**src/rtl/rxmb_pkg.sv**
```systemverilog
package rxmb_pkg;
  localparam logic [3:0] CODE_INACTIVE = 4'b0000;
  localparam logic [3:0] CODE_EMPTY    = 4'b0100;
  localparam logic [3:0] CODE_FULL     = 4'b0010;
  localparam logic [3:0] CODE_OVERRUN  = 4'b0110;

  typedef enum logic [2:0] {
    ST_IDLE,
    ST_TS,
    ST_BODY,
    ST_CODE,
    ST_FLAG
  } upd_state_e;

  function automatic logic code_receives(input logic [3:0] c);
    return (c == CODE_EMPTY) || (c == CODE_FULL) || (c == CODE_OVERRUN);
  endfunction
endpackage

```
**src/rtl/rxmb_timer.sv**
```systemverilog
module rxmb_timer #(
  parameter int TS_W = 16
) (
  input  logic            clk,
  input  logic            rst_n,
  output logic [TS_W-1:0] count
);
  always_ff @(posedge clk or negedge rst_n) begin
    if (!rst_n) count <= '0;
    else        count <= count + 1'b1;
  end
endmodule

```
**src/rtl/rxmb_lock.sv**
```systemverilog
module rxmb_lock #(
  parameter int IDX_W = 2
) (
  input  logic             clk,
  input  logic             rst_n,
  input  logic             acq,
  input  logic [IDX_W-1:0] acq_idx,
  input  logic             rel,
  output logic             lock_valid,
  output logic [IDX_W-1:0] lock_idx
);
  // acquisition wins over release in the same cycle
  always_ff @(posedge clk or negedge rst_n) begin
    if (!rst_n) begin
      lock_valid <= 1'b0;
      lock_idx   <= '0;
    end else if (acq) begin
      lock_valid <= 1'b1;
      lock_idx   <= acq_idx;
    end else if (rel) begin
      lock_valid <= 1'b0;
    end
  end
endmodule

```
**src/rtl/rxmb_store.sv**
```systemverilog
module rxmb_store #(
  parameter int NUM_MB = 4,
  parameter int IDX_W  = 2,
  parameter int ID_W   = 29,
  parameter int TS_W   = 16,
  parameter int DATA_W = 64
) (
  input  logic                          clk,
  input  logic                          rst_n,
  input  logic [IDX_W-1:0]              eng_idx,
  input  logic                          eng_ts_we,
  input  logic [TS_W-1:0]               eng_ts,
  input  logic                          eng_body_we,
  input  logic [ID_W-1:0]               eng_id,
  input  logic [DATA_W-1:0]             eng_data,
  input  logic [3:0]                    eng_len,
  input  logic                          eng_code_we,
  input  logic [3:0]                    eng_code,
  input  logic                          eng_flag_set,
  input  logic [IDX_W-1:0]              cpu_idx,
  input  logic                          cpu_id_we,
  input  logic [ID_W-1:0]               cpu_id,
  input  logic                          cpu_code_we,
  input  logic [3:0]                    cpu_code,
  input  logic                          cpu_seen,
  input  logic [NUM_MB-1:0]             flag_clr,
  output logic [NUM_MB-1:0][3:0]        mb_code,
  output logic [NUM_MB-1:0][ID_W-1:0]   mb_id,
  output logic [NUM_MB-1:0][DATA_W-1:0] mb_data,
  output logic [NUM_MB-1:0][3:0]        mb_len,
  output logic [NUM_MB-1:0][TS_W-1:0]   mb_ts,
  output logic [NUM_MB-1:0]             mb_unread,
  output logic [NUM_MB-1:0]             flags
);
  for (genvar i = 0; i < NUM_MB; i++) begin : g_mb
    logic eng_hit, cpu_hit;
    assign eng_hit = (eng_idx == IDX_W'(i));
    assign cpu_hit = (cpu_idx == IDX_W'(i));

    always_ff @(posedge clk or negedge rst_n) begin
      if (!rst_n) begin
        mb_code[i]   <= rxmb_pkg::CODE_INACTIVE;
        mb_id[i]     <= '0;
        mb_data[i]   <= '0;
        mb_len[i]    <= '0;
        mb_ts[i]     <= '0;
        mb_unread[i] <= 1'b0;
        flags[i]     <= 1'b0;
      end else begin
        if (eng_hit && eng_ts_we) mb_ts[i] <= eng_ts;
        if (eng_hit && eng_body_we) begin
          mb_id[i]   <= eng_id;
          mb_data[i] <= eng_data;
          mb_len[i]  <= eng_len;
        end else if (cpu_hit && cpu_id_we) begin
          mb_id[i] <= cpu_id;
        end
        if (eng_hit && eng_code_we) begin
          mb_code[i]   <= eng_code;
          mb_unread[i] <= 1'b1;
        end else if (cpu_hit && cpu_code_we) begin
          mb_code[i]   <= cpu_code;
          mb_unread[i] <= 1'b0;
        end else if (cpu_hit && cpu_seen) begin
          mb_unread[i] <= 1'b0;
        end
        if (eng_hit && eng_flag_set) flags[i] <= 1'b1;
        else if (flag_clr[i])        flags[i] <= 1'b0;
      end
    end
  end
endmodule

```
**src/rtl/rxmb_update.sv**
```systemverilog
module rxmb_update #(
  parameter int NUM_MB    = 4,
  parameter int ID_W      = 29,
  parameter int TS_W      = 16,
  parameter int MAX_BYTES = 8,
  localparam int IDX_W    = $clog2(NUM_MB),
  localparam int DATA_W   = 8 * MAX_BYTES
) (
  input  logic              clk,
  input  logic              rst_n,
  input  logic              frm_valid,
  output logic              frm_ready,
  input  logic [IDX_W-1:0]  frm_mb,
  input  logic [ID_W-1:0]   frm_id,
  input  logic [DATA_W-1:0] frm_data,
  input  logic [3:0]        frm_len,
  output logic              rx_lost,
  input  logic [IDX_W-1:0]  cpu_mb,
  input  logic              cpu_rd_ctrl,
  input  logic              cpu_rd_timer,
  input  logic              cpu_wr_id,
  input  logic              cpu_wr_code,
  input  logic [ID_W-1:0]   cpu_wdata_id,
  input  logic [3:0]        cpu_wdata_code,
  output logic [3:0]        cpu_code,
  output logic [3:0]        cpu_len,
  output logic [TS_W-1:0]   cpu_ts,
  output logic [ID_W-1:0]   cpu_id,
  output logic [DATA_W-1:0] cpu_data,
  output logic [TS_W-1:0]   cpu_timer,
  input  logic [NUM_MB-1:0] flag_clr,
  input  logic [NUM_MB-1:0] irq_mask,
  output logic [NUM_MB-1:0] flags,
  output logic              irq
);
  import rxmb_pkg::*;

  upd_state_e        st;
  logic [IDX_W-1:0]  work_mb;
  logic [ID_W-1:0]   work_id;
  logic [DATA_W-1:0] work_data;
  logic [3:0]        work_len;

  logic              pend_valid;
  logic [IDX_W-1:0]  pend_mb;
  logic [ID_W-1:0]   pend_id;
  logic [DATA_W-1:0] pend_data;
  logic [3:0]        pend_len;

  logic              lock_valid;
  logic [IDX_W-1:0]  lock_idx;

  logic [NUM_MB-1:0][3:0]        mb_code;
  logic [NUM_MB-1:0][ID_W-1:0]   mb_id;
  logic [NUM_MB-1:0][DATA_W-1:0] mb_data;
  logic [NUM_MB-1:0][3:0]        mb_len;
  logic [NUM_MB-1:0][TS_W-1:0]   mb_ts;
  logic [NUM_MB-1:0]             mb_unread;

  logic [NUM_MB-1:0] busy_vec;
  logic [NUM_MB-1:0] locked_vec;
  logic              updating;
  logic              cpu_busy;
  logic              acq;
  logic              pend_go, pend_start;
  logic              take, in_rx, in_locked, in_go, in_park;

  rxmb_timer #(.TS_W(TS_W)) u_timer (
    .clk   (clk),
    .rst_n (rst_n),
    .count (cpu_timer)
  );

  assign updating = (st == ST_TS) || (st == ST_BODY) || (st == ST_CODE);
  assign cpu_busy = busy_vec[cpu_mb];
  assign acq      = cpu_rd_ctrl && !cpu_busy;

  // a mailbox counts as locked for this cycle if held or being locked now
  for (genvar i = 0; i < NUM_MB; i++) begin : g_state
    assign busy_vec[i]   = updating && (work_mb == IDX_W'(i));
    assign locked_vec[i] = (lock_valid && (lock_idx == IDX_W'(i))) ||
                           (acq && (cpu_mb == IDX_W'(i)));
  end

  rxmb_lock #(.IDX_W(IDX_W)) u_lock (
    .clk        (clk),
    .rst_n      (rst_n),
    .acq        (acq),
    .acq_idx    (cpu_mb),
    .rel        (cpu_rd_timer),
    .lock_valid (lock_valid),
    .lock_idx   (lock_idx)
  );

  // held frame drains first; a held frame whose mailbox stopped receiving is dropped
  assign pend_go    = (st == ST_IDLE) && pend_valid && !locked_vec[pend_mb];
  assign pend_start = pend_go && code_receives(mb_code[pend_mb]);
  assign frm_ready  = (st == ST_IDLE) && !pend_go;
  assign take       = frm_valid && frm_ready;
  assign in_rx      = take && code_receives(mb_code[frm_mb]);
  assign in_locked  = locked_vec[frm_mb];
  assign in_go      = in_rx && !in_locked;
  assign in_park    = in_rx && in_locked && !pend_valid;
  assign rx_lost    = in_rx && in_locked && pend_valid;

  always_ff @(posedge clk or negedge rst_n) begin
    if (!rst_n) begin
      st         <= ST_IDLE;
      work_mb    <= '0;
      work_id    <= '0;
      work_data  <= '0;
      work_len   <= '0;
      pend_valid <= 1'b0;
      pend_mb    <= '0;
      pend_id    <= '0;
      pend_data  <= '0;
      pend_len   <= '0;
    end else begin
      case (st)
        ST_IDLE: begin
          if (pend_start) begin
            work_mb   <= pend_mb;
            work_id   <= pend_id;
            work_data <= pend_data;
            work_len  <= pend_len;
            st        <= ST_TS;
          end else if (in_go) begin
            work_mb   <= frm_mb;
            work_id   <= frm_id;
            work_data <= frm_data;
            work_len  <= frm_len;
            st        <= ST_TS;
          end
        end
        ST_TS:   st <= ST_BODY;
        ST_BODY: st <= ST_CODE;
        ST_CODE: st <= ST_FLAG;
        default: st <= ST_IDLE;
      endcase
      if (pend_go) begin
        pend_valid <= 1'b0;
      end else if (in_park) begin
        pend_valid <= 1'b1;
        pend_mb    <= frm_mb;
        pend_id    <= frm_id;
        pend_data  <= frm_data;
        pend_len   <= frm_len;
      end
    end
  end

  rxmb_store #(
    .NUM_MB (NUM_MB),
    .IDX_W  (IDX_W),
    .ID_W   (ID_W),
    .TS_W   (TS_W),
    .DATA_W (DATA_W)
  ) u_store (
    .clk          (clk),
    .rst_n        (rst_n),
    .eng_idx      (work_mb),
    .eng_ts_we    (st == ST_TS),
    .eng_ts       (cpu_timer),
    .eng_body_we  (st == ST_BODY),
    .eng_id       (work_id),
    .eng_data     (work_data),
    .eng_len      (work_len),
    .eng_code_we  (st == ST_CODE),
    .eng_code     (mb_unread[work_mb] ? CODE_OVERRUN : CODE_FULL),
    .eng_flag_set (st == ST_FLAG),
    .cpu_idx      (cpu_mb),
    .cpu_id_we    (cpu_wr_id && !cpu_busy),
    .cpu_id       (cpu_wdata_id),
    .cpu_code_we  (cpu_wr_code && !cpu_busy),
    .cpu_code     (cpu_wdata_code),
    .cpu_seen     (acq),
    .flag_clr     (flag_clr),
    .mb_code      (mb_code),
    .mb_id        (mb_id),
    .mb_data      (mb_data),
    .mb_len       (mb_len),
    .mb_ts        (mb_ts),
    .mb_unread    (mb_unread),
    .flags        (flags)
  );

  assign cpu_code = mb_code[cpu_mb] | {3'b000, cpu_busy};
  assign cpu_len  = mb_len[cpu_mb];
  assign cpu_ts   = mb_ts[cpu_mb];
  assign cpu_id   = mb_id[cpu_mb];
  assign cpu_data = mb_data[cpu_mb];
  assign irq      = |(flags & irq_mask);
endmodule

```
**config.mk**
```make
export PLATFORM = sky130hd
export DESIGN_NAME = rxmb_update
export DESIGN_NICKNAME = d
export VERILOG_FILES = /design/src/rtl/rxmb_pkg.sv /design/src/rtl/rxmb_timer.sv /design/src/rtl/rxmb_lock.sv /design/src/rtl/rxmb_store.sv /design/src/rtl/rxmb_update.sv
export SDC_FILE = /design/constraint.sdc
export NUM_CORES = 1
export LEC_CHECK = 0
export CELL_PAD_IN_SITES_DETAIL_PLACEMENT = 0
export CELL_PAD_IN_SITES_GLOBAL_PLACEMENT = 1
export CORE_ASPECT_RATIO = 1.75
export CORE_MARGIN = 3
export CORE_UTILIZATION = 30
export CTS_CLUSTER_SIZE = 24
export DETAILED_ROUTE_END_ITERATION = 6
export GPL_ROUTABILITY_DRIVEN = 0
export GPL_TIMING_DRIVEN = 0
export PLACE_DENSITY = 0.61
export SYNTH_ARGS = -nofsm -noshare
export SYNTH_HDL_FRONTEND = slang
export SYNTH_HIERARCHICAL = 1
export SYNTH_SLANG_ARGS = --single-unit
```
**constraint.sdc**
```tcl
create_clock -name clk -period 4.1 [get_ports clk]
set_input_delay 0.82 -clock clk [delete_from_list [all_inputs] [get_ports clk]]
set_output_delay 0.82 -clock clk [all_outputs]
set_load 0.01 [all_outputs]
```
==> summary.txt <==
Clock network
  – Clock buffer depth: 3
  – H-tree depth: 3
  – Clock transition at the registers of the reported paths: 0.06 ns
  – Clock Latency Late Sink: 0.66 ns
  – Root buffer cell: clkbuf_16
  – Hold-fix buffers, CTS: 0
  – Post CTS Setup Buffer Count: 0
  – CTS tree: built
  – # clock sinks: 697
  – Total CTS buffers: 73

Die
  – Rows: 156
  – Die Span X: 251 um
  – Die H: 434 um
  – Initial core utilization: 30.3%
  – I/O pin cnt: 289
  – Full die area: 109000 um2
  – CORE AREA: 104000 um2

Worst setup path
  – Critical-path cell list: clkdlybuf4s15_2, buf_4, clkbuf_1, mux4_2, clkdlybuf4s50_1
  – Crit-path max cell delay: 0.69 ns
  – Kind of critical path: primary input to output pin
  – Crit-path max FO: 13
  – Worst EP required: 3.28 ns
  – CP max stage cell: clkbuf_1
  – Startpoint Class: primary input
  – Worst EP arrival: 3.21 ns
  – CP top delay family: buffers and inverters
  – WP buf/inv: 4
  – Critical Path Sink Type: output pin

Placement
  – DP Wirelength: 69900 um
  – PortBufs: 288
  – Post-Place Worst Slack: -2.07 ns

Yosys
  – Synth async-reset ratio: 100%
  – Ys flop type: dfrtp_1
  – Synth Cell Area: 31400 um2
  – Post-synth EDFFs: 0
  – Synth Instances: 2495
  – Top cell type's share of synthesized area: 55.5%
  – Biggest area consumer among synthesized cells: dfrtp_1
  – Synth Register Bits: 697
  – Sequential share of the synthesized area: 55.5%
  – Synth top area cells: dfrtp_1, mux2_2, mux4_2, nand2_1, a31oi_1
  – Post-synth top cells: dfrtp_1, nand2_1, mux2_2
  – Count leader, synth: dfrtp_1
  – YS warnings: 6
  – Synth Area per Inst: 12.6 um2
  – Number of distinct library cells after synthesis: 53

Timing
  – Final WS setup: 0.0742 ns
  – Finish-stage setup viols: 0
  – Final Hold Violating Endpoints: 0
  – RSZ-0062 raised after global routing: false
  – Fraction of the cycle the final worst path needs: 98.2%
  – Fmax: 0.248 GHz
  – Slew HR: 23.7%
  – Slew @ Worst Pin: 1.15 ns
  – Fin Hold WS: 0.165 ns
  – Minimum clock period: 4.03 ns
  – Worst Skew: 0.0163 ns
  – Post-route setup TNS: 0 ns
  – Final Max Slew Viols: 0

Detailed routing
  – First-pass DRT Iterations: 5
  – Via/cell ratio: 5.07
  – Final ANT Viol Nets: 0
  – Detailed Route WL: 99600 um
  – Routed len/inst: 23.3 um
  – Drt initial violations: 1535
  – Via Count: 21717
  – DRC viols: 0

Outcome
  – Status: finished clean

Finish
  – Post-layout util: 37.4%
  – Nets@finish: 3024
  – Area Growth Syn to Fin: 23.5%
  – Share of layout cells above drive strength 1: 28.3%

Pwr
  – Pwr Total: 27.0 mW
  – VDD IR max: 0.357 mV
  – P_leak: 17.7 nW
  – Power Density: 696 nW/um2

Global route
  – Largest net degree at the start of global routing: 122
  – Vias in the first global route: 23436
  – Global-route wire length before repair: 151000 um
  – Gr ovfl total: 0
  – Antenna violations before repair: 17
  – Gr usage total: 18.5%

Run
  – Max-cap violation count: 0

Hold path
  – HP Class: primary input to async pin
[metrics by stage]
| stage | instances | cell area [um2] |
|---|---|---|
| final | 4281 | 38800 |
| after global routing | 4273 | 38800 |
| after CTS | 4273 | 38800 |
| after detailed placement | 4142 | 36200 |
| after global placement | 4136 | 36000 |
| after floorplan | 2505 | 31400 |
[state kept, by name, indices dropped and copies added (netlist names), 16 cells and up]
signal and cells:
pend_data 64, pend_id 29, u_store/mb_code 16, u_store/mb_data 256
u_store/mb_id 116, u_store/mb_len 16, u_store/mb_ts 64, u_timer/count 16
work_data 64, work_id 29
[cells by family after synthesis]
kind of cell	share of synthesized area, %
other	0.0239
buffers and inverters	3.18
AND/OR/NAND/NOR	10.0
flip-flops	55.5
multiplexers	25.7
adder cells (fa/ha/maj)	0.0398
XOR/XNOR	0.446
AO/OA/AOI/OAI	5.06
[metal layers]
metal | share of wire (%) | vias up | global-route usage, %
li1 | - | 9610 | -
met1 | 39 | 11212 | 21.7
met2 | 51 | 696 | 32.7
met3 | 6.1 | 189 | 3.85
met4 | 3.4 | 10 | 7.71
met5 | 0.066 | - | 0
[power breakdown]
group          internal (mW)  switching, mW  leakage (nW)  total (mW)
clock network           3.94           2.91          1.21        6.85
registers               9.70           1.88          8.88        11.6
logic                   4.76           3.80          7.57        8.56
total                   18.4           8.59          17.7        27.0
[area by class of cell]
type                            instances  area (um2)
Antenna cell                            8        20.0
Tap cell                             1343        1680
Inverter                               14        52.6
Clock inverter                         22         248
Sequential cell                       697       17400
Fill cell                            9969       64800
Buffer                                169        1050
Clock buffer                          109        2210
Timing Repair Buffer                  294        3060
Multi-Input combinational cell       1625       13000
[placed cells by master, fill, tap and decap left out, types with 12 or more instances in the layout]
cell type and instances:
mux2_4 68, buf_2 71, conb_1 12, mux2i_1 17, mux2_2 369, nand2_1 445, xor2_1 12, buf_4 16
clkbuf_1 62, dfrtp_1 694, mux4_2 121, clkbuf_8 21, nor2_1 244, a21oi_1 17, inv_1 14, clkdlybuf4s50_1 284
a31oi_1 215, clkbuf_16 76
[what timing repair did]
| action | CTS | global route |
|---|---|---|
| gates resized for setup | 66 | 14 |
| setup endpoints to repair | 438 | 38 |
| pin swaps | 0 | 0 |
[path summary, 6_finish.rpt]
kind,startpoint,to,slack [ns],cells after the start
worst min-delay path,rst_n,u_store/mb_data[146]$_DFFE_PN0P_,0.16,1
min in group clk,u_store/mb_data[191]$_DFFE_PN0P_,u_store/mb_data[191]$_DFFE_PN0P_,0.50,1
worst min register to register,u_store/mb_data[191]$_DFFE_PN0P_,u_store/mb_data[191]$_DFFE_PN0P_,0.50,1
worst max register to register,st[0]$_DFFE_PN0P_,work_id[23]$_DFFE_PN0P_,0.21,9
worst max-delay path,cpu_mb[1],cpu_data[1],0.07,5
max in group asynchronous,rst_n,work_data[52]$_DFFE_PN0P_,1.91,4
No activity file was read; power rests on OpenSTA's default activity.
